--- config.mk ---
export PLATFORM = sky130hd
export DESIGN_NAME = fault_retry_ctrl
export DESIGN_NICKNAME = d
export VERILOG_FILES = /design/src/rtl/frc_pkg.sv /design/src/rtl/frc_tick_timer.sv /design/src/rtl/frc_fsm.sv /design/src/rtl/fault_retry_ctrl.sv
export SDC_FILE = /design/constraint.sdc
export NUM_CORES = 1
export LEC_CHECK = 0
export ABC_AREA = 1
export BUFFER_PORTS_ARGS = -buffer_cell sky130_fd_sc_hd__buf_2
export CORE_MARGIN = 3
export CORE_UTILIZATION = 46
export DETAILED_ROUTE_END_ITERATION = 12
export GPL_TIMING_DRIVEN = 0
export PLACE_DENSITY_LB_ADDON = 0.05
export RECOVER_POWER = 25
export SLEW_MARGIN = 10
export SYNTH_ARGS = -nofsm -noshare
export SYNTH_HDL_FRONTEND = slang
export SYNTH_SLANG_ARGS = --single-unit
--- constraint.sdc ---
create_clock -name clk -period 1.71 [get_ports clk]
set_clock_uncertainty 0.2 [all_clocks]
set_input_delay 0.0855 -clock clk [delete_from_list [all_inputs] [get_ports clk]]
set_output_delay 0.0855 -clock clk [all_outputs]
set_load 0.02 [all_outputs]
--- src/rtl/frc_pkg.sv ---
package frc_pkg;
   typedef enum logic [1:0] {
      FRC_RUN   = 2'd0,
      FRC_PAUSE = 2'd1,
      FRC_LATCH = 2'd2
   } frc_state_e;

   function automatic int frc_width(input int maxval);
      return (maxval < 2) ? 1 : $clog2(maxval + 1);
   endfunction
endpackage

--- src/rtl/frc_tick_timer.sv ---
module frc_tick_timer #(
   parameter int TERM = 4
) (
   input  logic clk,
   input  logic rst,
   input  logic run,
   output logic hit
);
   localparam int CW = frc_pkg::frc_width(TERM);

   if (TERM < 0) begin : g_bad_term
      $error("frc_tick_timer: TERM must not be negative");
   end

   if (TERM == 0) begin : g_direct
      assign hit = run;
   end else begin : g_count
      logic [CW-1:0] cnt_q;

      always_ff @(posedge clk) begin
         if (rst)
            cnt_q <= '0;
         else if (!run)
            cnt_q <= '0;
         else if (cnt_q != CW'(TERM))
            cnt_q <= cnt_q + 1'b1;
      end

      assign hit = run && (cnt_q == CW'(TERM));

      // a break in the run means no terminal count on the next cycle
      a_r8_break_restarts: assert property (@(posedge clk) disable iff (rst)
         !run |=> !hit);
   end
endmodule

--- src/rtl/frc_fsm.sv ---
module frc_fsm
   import frc_pkg::*;
#(
   parameter int N_CR  = 3,
   parameter int N_NT  = 2,
   parameter int N_CYC = 2
) (
   input  logic       clk,
   input  logic       rst,
   input  logic       cmd_in,
   input  logic       trip_any,
   input  logic       restart_ok,
   input  logic       pause_done,
   input  logic       delatch,
   output logic       out_en,
   output logic       faulted,
   output frc_state_e state
);
   localparam int LMAX = (N_CR > N_NT) ? N_CR : N_NT;
   localparam int LW   = frc_width(LMAX);
   localparam int YW   = frc_width(N_CYC);

   if (N_CR < 1) begin : g_bad_ncr
      $error("frc_fsm: N_CR must be at least 1");
   end
   if (N_NT < 1) begin : g_bad_nnt
      $error("frc_fsm: N_NT must be at least 1");
   end
   if (N_CYC < 1) begin : g_bad_ncyc
      $error("frc_fsm: N_CYC must be at least 1");
   end

   frc_state_e     st_q, st_d;
   logic [LW-1:0]  left_q, left_d;
   logic [YW-1:0]  cyc_q, cyc_d;
   logic           retry_q, retry_d;
   logic           flt_q, flt_d;
   logic           out_q, out_d;
   logic           trip;

   assign trip = out_q && trip_any;

   always_comb begin
      st_d    = st_q;
      left_d  = left_q;
      cyc_d   = cyc_q;
      retry_d = retry_q;
      flt_d   = flt_q;
      out_d   = out_q;
      if (delatch) begin
         st_d    = FRC_RUN;
         left_d  = LW'(N_CR);
         cyc_d   = '0;
         retry_d = 1'b0;
         flt_d   = 1'b0;
         out_d   = 1'b0;
      end else begin
         unique case (st_q)
            FRC_RUN: begin
               if (trip) begin
                  out_d = 1'b0;
                  flt_d = 1'b1;
                  if (left_q == LW'(1)) begin
                     if (retry_q && (cyc_q == YW'(N_CYC - 1))) begin
                        st_d = FRC_LATCH;
                     end else begin
                        st_d = FRC_PAUSE;
                        if (retry_q) cyc_d = cyc_q + 1'b1;
                     end
                  end else begin
                     left_d = left_q - 1'b1;
                  end
               end else begin
                  out_d = cmd_in && (out_q || !flt_q || restart_ok);
                  if (out_d && !out_q) flt_d = 1'b0;
               end
            end
            FRC_PAUSE: begin
               out_d = 1'b0;
               if (pause_done) begin
                  st_d    = FRC_RUN;
                  retry_d = 1'b1;
                  left_d  = LW'(N_NT);
               end
            end
            default: begin
               out_d = 1'b0;
            end
         endcase
      end
   end

   always_ff @(posedge clk) begin
      if (rst) begin
         st_q    <= FRC_RUN;
         left_q  <= LW'(N_CR);
         cyc_q   <= '0;
         retry_q <= 1'b0;
         flt_q   <= 1'b0;
         out_q   <= 1'b0;
      end else begin
         st_q    <= st_d;
         left_q  <= left_d;
         cyc_q   <= cyc_d;
         retry_q <= retry_d;
         flt_q   <= flt_d;
         out_q   <= out_d;
      end
   end

   assign out_en  = out_q;
   assign faulted = flt_q;
   assign state   = st_q;

   // no conduction during a pause
   a_r4_pause_dark: assert property (@(posedge clk) disable iff (rst)
      (st_q == FRC_PAUSE) |-> !out_q);
   // latch holds until the de-latch timer fires
   a_r6_latch_sticky: assert property (@(posedge clk) disable iff (rst)
      (st_q == FRC_LATCH && !delatch) |=> (st_q == FRC_LATCH));
   // one trip event (either or both sources) costs exactly one unit
   a_r10_single_charge: assert property (@(posedge clk) disable iff (rst)
      (st_q == FRC_RUN && trip && !delatch && left_q > LW'(1))
      |=> (left_q == $past(left_q) - 1'b1));
   // trips while dark leave the budget alone
   a_r12_dark_trip_free: assert property (@(posedge clk) disable iff (rst)
      (st_q == FRC_RUN && !out_q && !delatch) |=> (left_q == $past(left_q)));
endmodule

--- src/rtl/fault_retry_ctrl.sv ---
module fault_retry_ctrl
   import frc_pkg::*;
#(
   parameter int N_CR       = 3,
   parameter int N_NT       = 2,
   parameter int N_CYC      = 2,
   parameter int T_RETRY    = 16,
   parameter int T_DELAY_CR = 8
) (
   input  logic clk,
   input  logic rst,
   input  logic cmd_in,
   input  logic ot_trip,
   input  logic ol_trip,
   input  logic restart_ok,
   input  logic diag_en,
   output logic out_en,
   output logic fault_diag,
   output logic latched_off
);
   if (T_RETRY < 1) begin : g_bad_tretry
      $error("fault_retry_ctrl: T_RETRY must be at least 1");
   end
   if (T_DELAY_CR < 1) begin : g_bad_tdelay
      $error("fault_retry_ctrl: T_DELAY_CR must be at least 1");
   end

   frc_state_e st;
   logic       pause_done;
   logic       delatch;
   logic       faulted;

   frc_tick_timer #(.TERM(T_RETRY - 1)) u_pause (
      .clk (clk),
      .rst (rst),
      .run (st == FRC_PAUSE),
      .hit (pause_done)
   );

   frc_tick_timer #(.TERM(T_DELAY_CR)) u_delatch (
      .clk (clk),
      .rst (rst),
      .run (!cmd_in),
      .hit (delatch)
   );

   frc_fsm #(.N_CR(N_CR), .N_NT(N_NT), .N_CYC(N_CYC)) u_fsm (
      .clk        (clk),
      .rst        (rst),
      .cmd_in     (cmd_in),
      .trip_any   (ot_trip | ol_trip),
      .restart_ok (restart_ok),
      .pause_done (pause_done),
      .delatch    (delatch),
      .out_en     (out_en),
      .faulted    (faulted),
      .state      (st)
   );

   assign latched_off = (st == FRC_LATCH);
   assign fault_diag  = faulted && diag_en;

   // a trip while conducting switches off on the next cycle
   a_r1_trip_off: assert property (@(posedge clk) disable iff (rst)
      (out_en && (ot_trip || ol_trip)) |=> !out_en);
   // the flag reflects the trip, gated by diagnosis enable
   a_r2_flag_on_trip: assert property (@(posedge clk) disable iff (rst)
      (out_en && (ot_trip || ol_trip)) |=> (fault_diag == diag_en));
   // a rise of the output needs the command, and restart permission after a fault
   a_r3_restart_gate: assert property (@(posedge clk) disable iff (rst)
      $rose(out_en) |-> ($past(cmd_in) && ($past(restart_ok) || !$past(faulted))));
   // latched channel never conducts
   a_r6_latch_dark: assert property (@(posedge clk) disable iff (rst)
      latched_off |-> !out_en);
   // the latch clears only after a low command
   a_r7_clear_on_low: assert property (@(posedge clk) disable iff (rst)
      $fell(latched_off) |-> !$past(cmd_in));
endmodule

==> impl_metrics.py <==
metrics = {
    "grt": {
        "track_usage_pct": 15.2,
        "grt_pass1_vias": 693,
        "grt_max_degree": 10,
        "antenna_found_initial": 0,
        "grt_pass1_wl_mm": 2.91,
        "grt-ovfl-total": 0,
    },
    "yosys": {
        "post-synth-top-count-cell": "nand2_1",
        "synth-edff-count": 0,
        "ys.flop_type": "dfxtp_1",
        "synth-seq-cells": 17,
        "syn-cell-area_um2": 903,
        "yosys.area.top_type_share_pct": 37.7,
        "synthTopCellsByArea": "dfxtp_1, nand2_1, ha_1, inv_1, nor2_1",
        "yosys_warnings": 0,
        "synth_largest_area_cell": "dfxtp_1",
        "yosysUniqueCellTypes": 27,
        "postSynth.asyncResetShare_pct": 0,
        "syn-num-nets": 133,
        "ys_top_cells_by_count": "nand2_1, dfxtp_1, inv_1",
        "seq_area_frac_synth_pct": 37.7,
        "avgSynthCellArea_um2": 7.47,
        "syn_inst": 121,
    },
    "outcome": {
        "outcome": "finished clean",
    },
    "worst_setup_path": {
        "crit_family": "flip-flops",
        "crit_start": "u_delatch.g_count.cnt_q[0]",
        "start_kind": "flop",
        "cpMaxStageDelayCell": "dfxtp_1",
        "arrival_ps": 1550,
        "cp_slowest_stage_delay_ps": 380,
        "cp.buffers_inverters": 2,
        "end_kind": "flop",
        "path_class": "reg -> reg",
        "worst_r2r_startpoint": "u_delatch.g_count.cnt_q[0]",
        "rrSetupSlack_ps": 190,
        "path_depth": 7,
        "path_max_fanout": 6,
        "critical_path_required_ps": 1740,
        "path_cells": "inv_1 > ha_1 > nand2_1 > nor2_2 > a21oi_4 > inv_2 > a21oi_1",
        "r2r_cells": 7,
    },
    "clock_network": {
        "ctsHoldBuffers": 3,
        "cts_resized": 0,
        "htree_levels": 1,
        "clk_latency_ps": 300,
        "cts_tree": "yes",
        "numCtsBuffers": 3,
        "clock_sinks": 17,
        "post_cts_buffers": 0,
        "cts_root_buffer": "clkbuf_4",
        "cts_buffer_depth": 2,
        "clk_pin_slew_ps": 100,
    },
    "sta": {
        "relSlewSlack_pct": 79.0,
        "setup_violations": 0,
        "slew_violations": 0,
        "period_share_pct": 89.1,
        "tightest_slew_ps": 314,
        "layout_min_cycle_time_ps": 1520,
        "layout_setup_ws_ps": 187,
        "max_freq_mhz": 657,
        "setup_tns_ps": 0,
        "rsz0062_at_grt": "false",
        "final_hold_viol_count": 0,
    },
    "place": {
        "dp_hpwl_mm": 1.27,
        "place_area_um2": 980,
        "port_buffers": 9,
        "place_congestion": 0.777,
        "place_ws_ps": 207,
    },
    "die": {
        "rows": 15,
        "fp.dieH_um": 50.3,
        "core-area_mm2": 0.00178,
        "die_area_mm2": 0.00253,
        "start_util_pct": 50.7,
        "die_x_um": 50.3,
        "io_pins": 10,
    },
    "power": {
        "p_int_uw": 532,
        "power_density_mw_per_mm2": 701,
        "seqPwrFrac_pct": 57.5,
        "ir_worst_vdd_mv": 0.517,
        "leakagePower_uw": 0.000467,
        "combPwrFrac_pct": 11.9,
        "switching_share_pct": 26.2,
        "power.switching_uw": 189,
        "pwr-share-clk_pct": 30.6,
    },
    "cells_and_area": {
        "area_delta_synth_final_pct": 13.9,
        "final_area_mm2": 0.00103,
        "fillers": 182,
        "nets": 150,
        "antennaDiodeCount": 0,
        "drive_gt1_share_pct": 16.8,
    },
    "flow_run": {
        "drv_cap": 0,
    },
    "route": {
        "drt_wl_total_mm": 1.59,
        "vias": 772,
        "drtIter0Drc": 7,
        "route.detailed.drc": 0,
        "first_pass_iters": 4,
        "antenna_left": 0,
        "detail_route.vias_per_cell": 4.77,
        "wl_per_cell_um": 9.82,
    },
    "min_path": {
        "hp-start": "ot_trip",
        "hold_class": "in -> reg",
        "hold_path_depth": 4,
    },
}
[power by group through the flow]
stage | Sequential, uW | Clock [uW] | Combinational, uW
finish | 415 | 220 | 86.1
global route | 417 | 240 | 99.5
CTS | 415 | 227 | 87.2
detailed placement | 424 | 0 | 81.9
global placement | 424 | 0 | 80.2
floorplan | 424 | 0 | 57.6
[final timing paths]
path                endpoint
min             u_fsm.out_en
min reg2reg  u_fsm.left_q[1]
max            u_fsm.retry_q
max reg2reg    u_fsm.retry_q
[layout by cell type (no fill, tap or decap)]
| cell | instances |
|---|---|
| a21oi_4 | 1 |
| a21oi_1 | 6 |
| nor2_2 | 3 |
| buf_2 | 7 |
| nand4_1 | 3 |
| nor2_1 | 13 |
| o21ai_0 | 2 |
| dfxtp_1 | 17 |
| a21oi_2 | 1 |
| clkbuf_4 | 3 |
| xnor2_1 | 2 |
| a211oi_1 | 1 |
| inv_1 | 16 |
| o21bai_1 | 1 |
| o21ai_2 | 1 |
| or2_1 | 2 |
| clkinv_1 | 1 |
| ha_1 | 5 |
| inv_2 | 2 |
| nor3b_2 | 1 |
| or2_2 | 1 |
| o31ai_1 | 1 |
| or2_0 | 1 |
| nand3_1 | 9 |
| dlygate4sd3_1 | 3 |
| clkbuf_1 | 3 |
| nand2_1 | 26 |
| nand2_4 | 1 |
| nor2_4 | 2 |
| nor3_1 | 2 |
[worst reg2reg max path, delay by kind of cell, from the launching register on]
kind | cells | cell delay, ps
AO/OA/AOI/OAI | 2 | 350
flip-flops | 1 | 380
adder cells (fa/ha/maj) | 1 | 190
AND/OR/NAND/NOR | 2 | 150
buffers and inverters | 2 | 180
[flip-flops by register name, summed over array words and instances, names as in the netlist]
| register | cells |
|---|---|
| u_delatch.g_count.cnt_q | 4 |
| u_fsm.cyc_q | 2 |
| u_fsm.faulted | 1 |
| u_fsm.left_q | 2 |
| u_fsm.out_en | 1 |
| u_fsm.retry_q | 1 |
| u_fsm.state | 2 |
| u_pause.g_count.cnt_q | 4 |
[per-stage QoR]
stage	cells	util, %	power (uW)	hold WS (ps)
2_1_floorplan	121	-	482	4.86
3_3_place_gp	155	54.9	504	176
3_5_place_dp	155	54.9	506	180
4_1_cts	162	58.1	729	9.97
5_1_grt	162	57.7	756	55.7
6_report	162	57.7	721	11.7
[per-layer routing]
metal	global-route usage (%)	routed length, um	share of wire, %
met2	22.8	729	46
met4	6.73	28	1.8
met5	0	0	0
met1	19.4	776	49
met3	5.34	56	3.5
[final cells by class]
class | instances | area [um2] | area share, %
Timing Repair Buffer | 12 | 72.6 | 7.06
Clock buffer | 4 | 26.3 | 2.55
Tap cell | 25 | 31.3 | 3.04
Inverter | 19 | 71.3 | 6.93
Multi-Input combinational cell | 85 | 487 | 47.3
Sequential cell | 17 | 340 | 33.1
[cell families after synthesis]
group,Yosys count,synth area share (%)
AOI/OAI and AO/OA,14,10.7
and+or+nand+nor,64,34.9
buffers and inverters,19,7.89
adders and majority gates,5,6.93
DFF,17,37.7
xor gates and xnor gates,2,1.94
Note: power is estimated with default switching activity, not from simulation.
